===== config.mk =====
export PLATFORM = sky130hd
export DESIGN_NAME = ipmsg_block
export DESIGN_NICKNAME = d
export VERILOG_FILES = /design/src/rtl/ipmsg_pkg.sv /design/src/rtl/ipmsg_decode.sv /design/src/rtl/ipmsg_enable.sv /design/src/rtl/ipmsg_slot.sv /design/src/rtl/ipmsg_block.sv
export SDC_FILE = /design/constraint.sdc
export NUM_CORES = 1
export LEC_CHECK = 0
export ABC_CLOCK_PERIOD_IN_PS = 1400
export CAP_MARGIN = 20
export CORE_ASPECT_RATIO = 1.2
export CORE_MARGIN = 5
export CORE_UTILIZATION = 55
export CTS_CLUSTER_SIZE = 14
export DETAILED_ROUTE_END_ITERATION = 16
export DONT_BUFFER_PORTS = 1
export GPL_TIMING_DRIVEN = 0
export HOLD_SLACK_MARGIN = 0.05
export PLACE_DENSITY = 0.79
export SYNTH_ARGS = -nofsm -noshare
export SYNTH_HDL_FRONTEND = slang
export SYNTH_SLANG_ARGS = --single-unit

===== constraint.sdc =====
create_clock -name clk -period 1.4 [get_ports clk]
set_input_delay 0.21 -clock clk [delete_from_list [all_inputs] [get_ports clk]]
set_output_delay 0.21 -clock clk [all_outputs]
set_load 0.02 [all_outputs]

===== src/rtl/ipmsg_pkg.sv =====
package ipmsg_pkg;

   localparam int unsigned WORD_BYTES = 4;

   // byte offset of slot idx inside a window whose slots are stride apart
   function automatic int unsigned slot_offset(input int unsigned idx,
                                               input int unsigned stride);
      return idx * stride;
   endfunction

endpackage


===== src/rtl/ipmsg_decode.sv =====
module ipmsg_decode #(
   parameter int unsigned NUM_SLOTS = 4,
   parameter int unsigned ADDR_W    = 12,
   parameter int unsigned STRIDE    = 16,
   parameter int unsigned EN_OFS    = 256
) (
   input  logic                 clk,
   input  logic                 rst_n,
   input  logic [ADDR_W-1:0]    addr,
   output logic [NUM_SLOTS-1:0] slot_sel,
   output logic                 en_sel
);
   import ipmsg_pkg::*;

   logic [NUM_SLOTS-1:0] en_alias;

   for (genvar i = 0; i < NUM_SLOTS; i++) begin : g_dec
      localparam int unsigned SLOT_OFS  = slot_offset(i, STRIDE);
      localparam int unsigned ALIAS_OFS = EN_OFS + slot_offset(i, STRIDE);
      assign slot_sel[i] = (addr == ADDR_W'(SLOT_OFS));
      assign en_alias[i] = (addr == ADDR_W'(ALIAS_OFS));
   end

   assign en_sel = |en_alias;


   one_target_chk: assert property (@(posedge clk) disable iff (!rst_n)
      $onehot0({slot_sel, en_sel}));

endmodule


===== src/rtl/ipmsg_enable.sv =====
module ipmsg_enable #(
   parameter int unsigned NUM_SLOTS = 4
) (
   input  logic                 clk,
   input  logic                 rst_n,
   input  logic                 wr_hit,
   input  logic [NUM_SLOTS-1:0] wdata,
   output logic [NUM_SLOTS-1:0] en_q
);

   always_ff @(posedge clk or negedge rst_n) begin
      if (!rst_n)      en_q <= '0;
      else if (wr_hit) en_q <= wdata;
   end


   en_load_chk: assert property (@(posedge clk) disable iff (!rst_n)
      wr_hit |=> (en_q == $past(wdata)));


   en_hold_chk: assert property (@(posedge clk) disable iff (!rst_n)
      !wr_hit |=> $stable(en_q));

endmodule


===== src/rtl/ipmsg_slot.sv =====
module ipmsg_slot #(
   parameter int unsigned DATA_W = 32,
   parameter bit          CAN_RX = 1'b1
) (
   input  logic              clk,
   input  logic              rst_n,
   input  logic              wr_hit,
   input  logic              rd_hit,
   input  logic              enable,
   input  logic [DATA_W-1:0] wdata,
   output logic [DATA_W-1:0] msg,
   output logic              pend
);

   always_ff @(posedge clk or negedge rst_n) begin
      if (!rst_n)      msg <= '0;
      else if (wr_hit) msg <= wdata;
   end


   store_chk: assert property (@(posedge clk) disable iff (!rst_n)
      wr_hit |=> (msg == $past(wdata)));


   msg_hold_chk: assert property (@(posedge clk) disable iff (!rst_n)
      !wr_hit |=> $stable(msg));

   if (CAN_RX) begin : g_rx
      logic post;
      assign post = wr_hit & enable;

      always_ff @(posedge clk or negedge rst_n) begin
         if (!rst_n)      pend <= 1'b0;
         else if (post)   pend <= 1'b1;
         else if (rd_hit) pend <= 1'b0;
      end


      pend_set_chk: assert property (@(posedge clk) disable iff (!rst_n)
         (wr_hit && enable) |=> pend);


      rd_clear_chk: assert property (@(posedge clk) disable iff (!rst_n)
         (rd_hit && !(wr_hit && enable)) |=> !pend);


      quiet_post_chk: assert property (@(posedge clk) disable iff (!rst_n)
         (wr_hit && !enable && !pend) |=> !pend);


      sticky_chk: assert property (@(posedge clk) disable iff (!rst_n)
         (pend && !rd_hit) |=> pend);
   end else begin : g_norx
      assign pend = 1'b0;
   end

endmodule


===== src/rtl/ipmsg_block.sv =====
module ipmsg_block #(
   parameter int unsigned NUM_SLOTS = 4,
   parameter int unsigned DATA_W    = 32,
   parameter int unsigned ADDR_W    = 12,
   parameter int unsigned STRIDE    = 16,
   parameter int unsigned EN_OFS    = 256,
   parameter logic [3:0]  RX_MASK   = 4'hF
) (
   input  logic                 clk,
   input  logic                 rst_n,
   input  logic [ADDR_W-1:0]    bus_addr,
   input  logic                 bus_wr,
   input  logic                 bus_rd,
   input  logic [DATA_W-1:0]    bus_wdata,
   output logic [DATA_W-1:0]    bus_rdata,
   output logic [NUM_SLOTS-1:0] irq
);
   import ipmsg_pkg::*;

   localparam int unsigned SPAN     = NUM_SLOTS * STRIDE;
   localparam int unsigned TOP_BYTE = EN_OFS + SPAN;

   if (NUM_SLOTS != 4) begin : g_bad_count
      $error("ipmsg_block: NUM_SLOTS must be 4 to match the receive mask");
   end
   if (STRIDE % WORD_BYTES != 0 || STRIDE == 0) begin : g_bad_stride
      $error("ipmsg_block: STRIDE must be a nonzero multiple of the word size");
   end
   if (EN_OFS < SPAN || EN_OFS % WORD_BYTES != 0) begin : g_bad_enofs
      $error("ipmsg_block: enable aliases overlap the slots");
   end
   if (TOP_BYTE > (1 << ADDR_W)) begin : g_bad_addr
      $error("ipmsg_block: ADDR_W too narrow for the map");
   end
   if (DATA_W < NUM_SLOTS) begin : g_bad_data
      $error("ipmsg_block: DATA_W narrower than the enable field");
   end

   logic [NUM_SLOTS-1:0] slot_sel;
   logic                 en_sel;
   logic [NUM_SLOTS-1:0] en_q;
   logic [NUM_SLOTS-1:0] pend;
   logic [DATA_W-1:0]    msg_arr [NUM_SLOTS];
   logic [DATA_W-1:0]    rd_next;

   ipmsg_decode #(
      .NUM_SLOTS(NUM_SLOTS), .ADDR_W(ADDR_W),
      .STRIDE(STRIDE), .EN_OFS(EN_OFS)
   ) u_dec (
      .clk(clk), .rst_n(rst_n), .addr(bus_addr),
      .slot_sel(slot_sel), .en_sel(en_sel)
   );

   ipmsg_enable #(.NUM_SLOTS(NUM_SLOTS)) u_en (
      .clk(clk), .rst_n(rst_n),
      .wr_hit(bus_wr & en_sel),
      .wdata(bus_wdata[NUM_SLOTS-1:0]),
      .en_q(en_q)
   );

   for (genvar i = 0; i < NUM_SLOTS; i++) begin : g_slot
      ipmsg_slot #(.DATA_W(DATA_W), .CAN_RX(RX_MASK[i])) u_slot (
         .clk(clk), .rst_n(rst_n),
         .wr_hit(bus_wr & slot_sel[i]),
         .rd_hit(bus_rd & slot_sel[i]),
         .enable(en_q[i]),
         .wdata(bus_wdata),
         .msg(msg_arr[i]),
         .pend(pend[i])
      );
   end

   always_comb begin
      rd_next = '0;
      for (int i = 0; i < NUM_SLOTS; i++) begin
         if (slot_sel[i]) rd_next = rd_next | msg_arr[i];
      end
      if (en_sel) rd_next = DATA_W'(en_q);
   end

   always_ff @(posedge clk or negedge rst_n) begin
      if (!rst_n)      bus_rdata <= '0;
      else if (bus_rd) bus_rdata <= rd_next;
      else             bus_rdata <= '0;
   end

   assign irq = pend;


   rd_idle_chk: assert property (@(posedge clk) disable iff (!rst_n)
      !bus_rd |=> (bus_rdata == '0));


   hole_read_chk: assert property (@(posedge clk) disable iff (!rst_n)
      (bus_rd && !(|slot_sel) && !en_sel) |=> (bus_rdata == '0));

endmodule


Word-level counts from Yosys, hierarchy flattened
Index checks and enable logic that the tools add are counted.
Widths: inputs -> output; s select.
Word-level totals
  bits in registers: 168
  input port bits: 48
  output and inout port bits: 36
  word-level logic and storage cells: 53
Operators by class
  equality and inequality tests: 7
  mux-type cells: 14
  bitwise logic cells: 16
  reduce and logical (&&, ||, !) cells: 6
Operator list (number)
  $mux 32: 6
  $or 32x32->32: 3
  $eq 12x9->1 const B: 4
  $eq 12x6->1 const B: 2
  $and 1x1->1: 13
  $eq 12x5->1 const B: 1
  $logic_not 12->1: 1
  $mux 1: 8
  $reduce_bool 2->1: 4
  $reduce_or 4->1: 1

Logic depth before layout (Yosys ltp)
  depth after elaboration: 10
  mapped depth: 7
  gate-level depth less buffers: 4

Hierarchy
Synthesis repeated with hierarchy kept, for this count alone.
Second synthesis, totals
  cells, all modules: 472
  area total of the unflattened synthesis: 7509.7 um2
By module, submodules not included
  ipmsg_slot: times used 4, cells each 72, area an instance 1378.8 um2, seq. area each 825.8 um2
  ipmsg_block: times used 1, cells each 162, area an instance 1773.0 um2, seq. area each 800.8 um2
  ipmsg_enable: times used 1, cells each 8, area an instance 145.1 um2, seq. area each 100.1 um2
  ipmsg_decode: times used 1, cells each 14, area an instance 76.3 um2, seq. area each 0.0 um2

Worst setup path after synthesis
OpenSTA, ideal clock, no wires.
  path kind: input to register
  start: input port bus_addr[9]
  end: register g_slot[0].u_slot.msg[10]
  setup time: 0.125 ns
  data arrival time: 1.440 ns
  data required time: 1.275 ns
  setup slack: -0.164 ns
  stages on the path: 5
  path buffers: 1
  cell sequence: nor3_1 -> and2_2 -> nand4_1 -> buf_6 -> mux2_2
On the way
  word-level cells in the longest chain between the ends: 2
RTL lines
  from (decl): RTL line ipmsg_block.sv:11  | input logic [ADDR_W-1:0] bus_addr,
  $logic_not 12->1: RTL line ipmsg_decode.sv:20  | assign slot_sel[i] = (addr == ADDR_W'(SLOT_OFS));
  $and 1x1->1: RTL line ipmsg_block.sv:64  | .wr_hit(bus_wr & slot_sel[i]),
  to (signal assigned): RTL line ipmsg_slot.sv:17  | else if (wr_hit) msg <= wdata;
  to (decl): RTL line ipmsg_slot.sv:11  | output logic [DATA_W-1:0] msg,
No other way between the ends.
A chain may end at the register's enable or synchronous reset.

Worst setup path after layout
  start: input port bus_addr[4]
  end: register bus_rdata[16]
On the way
  word-level cells in the longest chain between the ends: 10
  elaborated cells between the ends (all ways): 18
  classes of those cells: eq/ne: 7; mux: 6; bitwise: 3; reduce/logical: 2
RTL lines
  $logic_not 12->1: RTL line ipmsg_decode.sv:20
  $mux 32: RTL line ipmsg_block.sv:76  | if (slot_sel[i]) rd_next = rd_next | msg_arr[i];
  $or 32x32->32: RTL line ipmsg_block.sv:76
  $mux 32: RTL line ipmsg_block.sv:76
  $or 32x32->32: RTL line ipmsg_block.sv:76
  $mux 32: RTL line ipmsg_block.sv:76
  $or 32x32->32: RTL line ipmsg_block.sv:76
  $mux 32: RTL line ipmsg_block.sv:76
  $mux 32 *: RTL line ipmsg_block.sv:78  | if (en_sel) rd_next = DATA_W'(en_q);
  $mux 32 *: RTL line ipmsg_block.sv:83  | else if (bus_rd) bus_rdata <= rd_next;
  to (signal assigned): RTL line ipmsg_block.sv:83
  to (decl): RTL line ipmsg_block.sv:15  | output logic [DATA_W-1:0] bus_rdata,
Mark *: on every way between the ends. The rest lies on a longest branch, timed or not.

==> flow_summary.html <==
<table>
<tr><th>Metric</th><th>Value</th></tr>
<tr><th colspan="2">Synthesis</th></tr>
<tr><td>Library cell with the largest summed area after synthesis</td><td>sky130_fd_sc_hd__dfrtp_1</td></tr>
<tr><td>Count of synthesis-stage warnings from yosys</td><td>0</td></tr>
<tr><td>Cell area after synthesis</td><td>between 7000 and 8000 um2</td></tr>
<tr><td>Sequential element share of the synthesized area</td><td>about three fifths</td></tr>
<tr><td>Post-synthesis average cell area</td><td>14.6 um2</td></tr>
<tr><td>Seq cells post-synth</td><td>~170</td></tr>
<tr><td>Leading cell types by count after synthesis</td><td>168 x sky130_fd_sc_hd__dfrtp_1, 159 x sky130_fd_sc_hd__mux2_2, 33 x sky130_fd_sc_hd__nor2_1</td></tr>
<tr><td>Number of unique standard cell types used by synthesis</td><td>30</td></tr>
<tr><td>Synthesized instance count</td><td>~500</td></tr>
<tr><td>Fraction of registers with async set/reset</td><td>between 90% and 100%</td></tr>
<tr><td>Dominant cell by count in the synthesized netlist</td><td>sky130_fd_sc_hd__dfrtp_1</td></tr>
<tr><td>Syn Nets</td><td>roughly 540</td></tr>
<tr><td>Most area-consuming cells after synthesis</td><td>sky130_fd_sc_hd__dfrtp_1 58%, sky130_fd_sc_hd__mux2_2 25%, sky130_fd_sc_hd__a22o_1 3.3%, sky130_fd_sc_hd__a22oi_1 2.8%, sky130_fd_sc_hd__buf_6 1.9%</td></tr>
<tr><td>Most common flop cell mapped by yosys</td><td>sky130_fd_sc_hd__dfrtp_1</td></tr>
<tr><td>Area share of the largest cell type after synthesis</td><td>around three fifths</td></tr>
<tr><td>Number of enable flip-flop cells after synthesis</td><td>0</td></tr>
<tr><th colspan="2">Timing</th></tr>
<tr><td>Max-slew violations</td><td>0</td></tr>
<tr><td>Final min period</td><td>between 1 and 1.5 ns</td></tr>
<tr><td>Post-route worst setup slack</td><td>0.0824 ns</td></tr>
<tr><td>Worst setup skew after layout</td><td>between 0.004 and 0.005 ns</td></tr>
<tr><td>Final critical-path share of the clock period</td><td>a little over nine tenths</td></tr>
<tr><td>Max Clk Rate</td><td>between 700 and 800 MHz</td></tr>
<tr><td>Fin Setup TNS</td><td>0 ns</td></tr>
<tr><td>Setup violation total in the final timing report</td><td>0</td></tr>
<tr><td>Post-route worst hold slack</td><td>-0.511 ns</td></tr>
<tr><td>Relative slew slack</td><td>between 50 and 60%</td></tr>
<tr><td>Fin. Hold Viols</td><td>between 150 and 200</td></tr>
<tr><td>Transition time at the pin with the least slew margin</td><td>roughly 0.70 ns</td></tr>
<tr><th colspan="2">Global routing</th></tr>
<tr><td>GR Util met2</td><td>35.1%</td></tr>
<tr><td>Global Route met1 Usage</td><td>roughly 28%</td></tr>
<tr><td>Antenna violations before repair</td><td>0</td></tr>
<tr><td>Total track usage</td><td>22.0%</td></tr>
<tr><td>Most utilized layer in the global route result</td><td>met2</td></tr>
<tr><td>Pin count of the biggest net entering global routing</td><td>169</td></tr>
<tr><td>Gr ovfl total</td><td>0</td></tr>
<tr><td>Met3 routing resource usage after global routing</td><td>~6.4%</td></tr>
<tr><td>Wire length of the first global-routing pass</td><td>between 20,000 and 30,000 um</td></tr>
<tr><td>Vias in the first global route</td><td>approximately 4,900</td></tr>
<tr><th colspan="2">Power</th></tr>
<tr><td>P per Cell Area</td><td>1180 nW/um2</td></tr>
<tr><td>Max IR drop VDD</td><td>~970 uV</td></tr>
<tr><td>LEAKAGE</td><td>approximately 4.2 nW</td></tr>
<tr><td>Final Power</td><td>roughly 10 mW</td></tr>
<tr><th colspan="2">Layout</th></tr>
<tr><td>Layout cell share with drive strength beyond 1</td><td>43.0%</td></tr>
<tr><td>Seq. cell area</td><td>4200 um2</td></tr>
<tr><td>Area grow syn2layout</td><td>17.2%</td></tr>
<tr><td>Post-Layout Cell Count</td><td>729</td></tr>
<tr><td>Fin nets</td><td>600</td></tr>
<tr><td>Area of combinational cells with multiple inputs</td><td>between 2000 and 3000 um2</td></tr>
<tr><td>Antenna diodes</td><td>0</td></tr>
<tr><td>Layout filler cell count</td><td>~880</td></tr>
<tr><td>Core Util, Final</td><td>between 60% and 70%</td></tr>
<tr><th colspan="2">Critical path</th></tr>
<tr><td>Cells along the critical path</td><td>buf_2, buf_2, mux2_2, a22o_1, a22oi_1, nor2_1</td></tr>
<tr><td>Critical path launch point type</td><td>primary input</td></tr>
<tr><td>CP endpoint kind</td><td>register</td></tr>
<tr><td>Cell repeated most along the worst path</td><td>sky130_fd_sc_hd__buf_2</td></tr>
<tr><td>Maximum fanout encountered on the critical timing path</td><td>10</td></tr>
<tr><td>CP Data Arrival Time</td><td>about 1.6 ns</td></tr>
<tr><td>Max incr delay on CP</td><td>around 0.37 ns</td></tr>
<tr><td>WS Path Type</td><td>primary input to register</td></tr>
<tr><td>Required time of the critical path</td><td>about 1.7 ns</td></tr>
<tr><td>CP max-delay cell</td><td>sky130_fd_sc_hd__mux2_2</td></tr>
<tr><td>Start point of the critical path</td><td>bus_addr[4]</td></tr>
<tr><td>Reg2reg start</td><td>g_slot[3].u_slot.msg[29]</td></tr>
<tr><th colspan="2">Detailed routing</th></tr>
<tr><td>Antenna-violating nets left</td><td>0</td></tr>
<tr><td>Iter 0 DRT Violations</td><td>about 260</td></tr>
<tr><td>Count of vias placed by the detailed router</td><td>4,306</td></tr>
<tr><td>Detailed-route vias per instance</td><td>slightly below 6</td></tr>
<tr><td>Total wirelength of the detailed-routed design</td><td>15,700 um</td></tr>
<tr><td>Detailed-routing iteration count for the pre-antenna-repair pass</td><td>4</td></tr>
<tr><td>Routed wire length per instance</td><td>21.6 um</td></tr>
<tr><td>Count of unresolved DRC violations after routing</td><td>0</td></tr>
<tr><th colspan="2">Run status</th></tr>
<tr><td>Result of the run</td><td>finished with violations</td></tr>
<tr><td>Violated checks</td><td>negative hold slack</td></tr>
<tr><th colspan="2">CTS</th></tr>
<tr><td>Clock-pin slew of the registers on the worst-case setup and hold paths</td><td>around 0.060 ns</td></tr>
<tr><td>Clock tree buffer depth</td><td>2</td></tr>
<tr><td>Number of clock sinks seen by CTS</td><td>168</td></tr>
<tr><td>Clock root buffer</td><td>sky130_fd_sc_hd__clkbuf_16</td></tr>
<tr><td>Number of buffers added by the clock tree synthesis step</td><td>17</td></tr>
<tr><td>Number of H-tree levels</td><td>4</td></tr>
<tr><td>CTS tree</td><td>yes</td></tr>
<tr><td>Post-cts hold buffer count</td><td>36</td></tr>
<tr><td>Clock insertion delay at the later pin of the skew report</td><td>around 0.42 ns</td></tr>
<tr><th colspan="2">Placed design</th></tr>
<tr><td>Setup Slack @ Placement</td><td>-0.507 ns</td></tr>
<tr><td>Cell Count Post-Placement</td><td>658</td></tr>
<tr><td>Total half-perimeter wirelength after legalization and detailed placement</td><td>a little under 10,000 um</td></tr>
<tr><td>Buffers added on ports</td><td>0</td></tr>
<tr><td>Gpl congestion</td><td>0.777</td></tr>
<tr><th colspan="2">Floorplan</th></tr>
<tr><td>Placement row count</td><td>45</td></tr>
<tr><td>Die Width</td><td>between 100 and 150 um</td></tr>
<tr><td>Area enclosed by the die boundary</td><td>~16,000 um2</td></tr>
<tr><td>Io pins</td><td>84</td></tr>
<tr><td>Placeable Area</td><td>about 13,000 um2</td></tr>
<tr><td>Die Height</td><td>~140 um</td></tr>
<tr><td>Initial standard-cell utilization of the core</td><td>56.4%</td></tr>
<tr><th colspan="2">Job</th></tr>
<tr><td>Number of max-cap violations</td><td>0</td></tr>
<tr><th colspan="2">Min path</th></tr>
<tr><td>Path class of the lowest-slack min-delay path</td><td>primary input to asynchronous set/reset pin</td></tr>
</table>
[registers in the layout, summed over array words and instances, names as in the netlist]
register / cells
bus_rdata: 32
g_slot.u_slot.msg: 128
g_slot.u_slot.pend: 4
u_en.en_q: 4
[worst max-delay path, delay by kind of cell]
kind	cells	cell delay [ns]
mux	1	0.37
buf+inv	2	0.59
simple gates	1	0.06
compound gates	2	0.39
[layout make-up]
type                            count  area share (%)
Tap cell                          164            2.43
Sequential cell                   168            49.7
Clock inverter                      6           0.992
Timing Repair Buffer               39            4.53
Buffer                             38            3.54
Clock buffer                       26            6.26
Multi-Input combinational cell    288            32.5
[per-layer routing]
metal  vias up  wire (um)  share of wire [%]
li1       1929          -                  -
met5         -          0                  0
met1      2212       6500                 41
met3        26       1060                6.7
met2       139       7870                 50
met4         0        284                1.8
[cell families (layout without fill, tap and decap cells)]
| kind of cell | count (synthesis) | in the layout | share of synthesized area, % |
|---|---|---|---|
| muxes | 168 | 168 | 26.9 |
| DFF | 168 | 168 | 58.3 |
| AOI/OAI and AO/OA | 61 | 61 | 6.82 |
| buffers and inverters | 38 | 109 | 3.82 |
| and+or+nand+nor | 59 | 59 | 4.13 |
[through the flow]
| stage | instance area (um2) | hold WS, ns |
|---|---|---|
| floorplan | 7240 | -0.0856 |
| detailed placement | 7440 | -0.0785 |
| global placement | 7440 | -0.0778 |
| CTS | 8420 | -0.534 |
| finish | 8450 | -0.511 |
| global route | 8450 | -0.528 |
[power by group]
| part | internal [mW] | switching (mW) | total (mW) |
|---|---|---|---|
| combinational | 0.140 | 0.169 | 0.310 |
| sequential | 4.87 | 0.00933 | 4.88 |
| clock | 2.96 | 1.81 | 4.77 |
[cells in the final DEF, fill, tap and decap left out, types with 2 or more instances in the layout]
master                          netlist  routed
sky130_fd_sc_hd__mux2i_1              4       4
sky130_fd_sc_hd__buf_4                7      15
sky130_fd_sc_hd__clkbuf_16            0      17
sky130_fd_sc_hd__clkbuf_4             0       3
sky130_fd_sc_hd__a22oi_1             27      27
sky130_fd_sc_hd__nand3_1              3       3
sky130_fd_sc_hd__clkbuf_1             5       5
sky130_fd_sc_hd__mux4_2               5       5
sky130_fd_sc_hd__dlygate4sd3_1        0      36
sky130_fd_sc_hd__a22o_1              27      27
sky130_fd_sc_hd__buf_2               13       6
sky130_fd_sc_hd__nor2_1              33      32
sky130_fd_sc_hd__nor3_2               0       2
sky130_fd_sc_hd__mux2_2             159     159
sky130_fd_sc_hd__a21bo_2              2       2
sky130_fd_sc_hd__nand4_1              6       6
sky130_fd_sc_hd__buf_6               12      12
sky130_fd_sc_hd__clkbuf_8             0       7
sky130_fd_sc_hd__clkbuf_2             0       2
sky130_fd_sc_hd__bufinv_16            0       2
sky130_fd_sc_hd__dfrtp_1            168     168
sky130_fd_sc_hd__clkinv_2             0       3
sky130_fd_sc_hd__o21ai_0              3       3
sky130_fd_sc_hd__nand2_1              5       5
[final timing paths]
| kind | endpoint | slack (ns) | depth (start not counted) |
|---|---|---|---|
| worst max-delay path | bus_rdata[16] | 0.08 | 6 |
| worst min-delay path | g_slot[3].u_slot.msg[6] | -0.51 | 0 |
| worst max register to register | bus_rdata[29] | 0.15 | 4 |
| worst min register to register | g_slot[3].u_slot.msg[23] | 0.50 | 1 |
| max in group asynchronous | bus_rdata[5] | 1.61 | 0 |
| min in group clk | bus_rdata[0] | 0.12 | 2 |
[what timing repair did]
action | 4_1_cts | 5_1_grt
setup buffers | 0 | 3
gates cloned | 0 | 0
endpoints found under the setup margin | 13 | 65
pin swaps | 0 | 2
endpoints found under the hold margin | 305 | 168
resized for setup | 2 | 6
(Power assumes the default switching activity.)
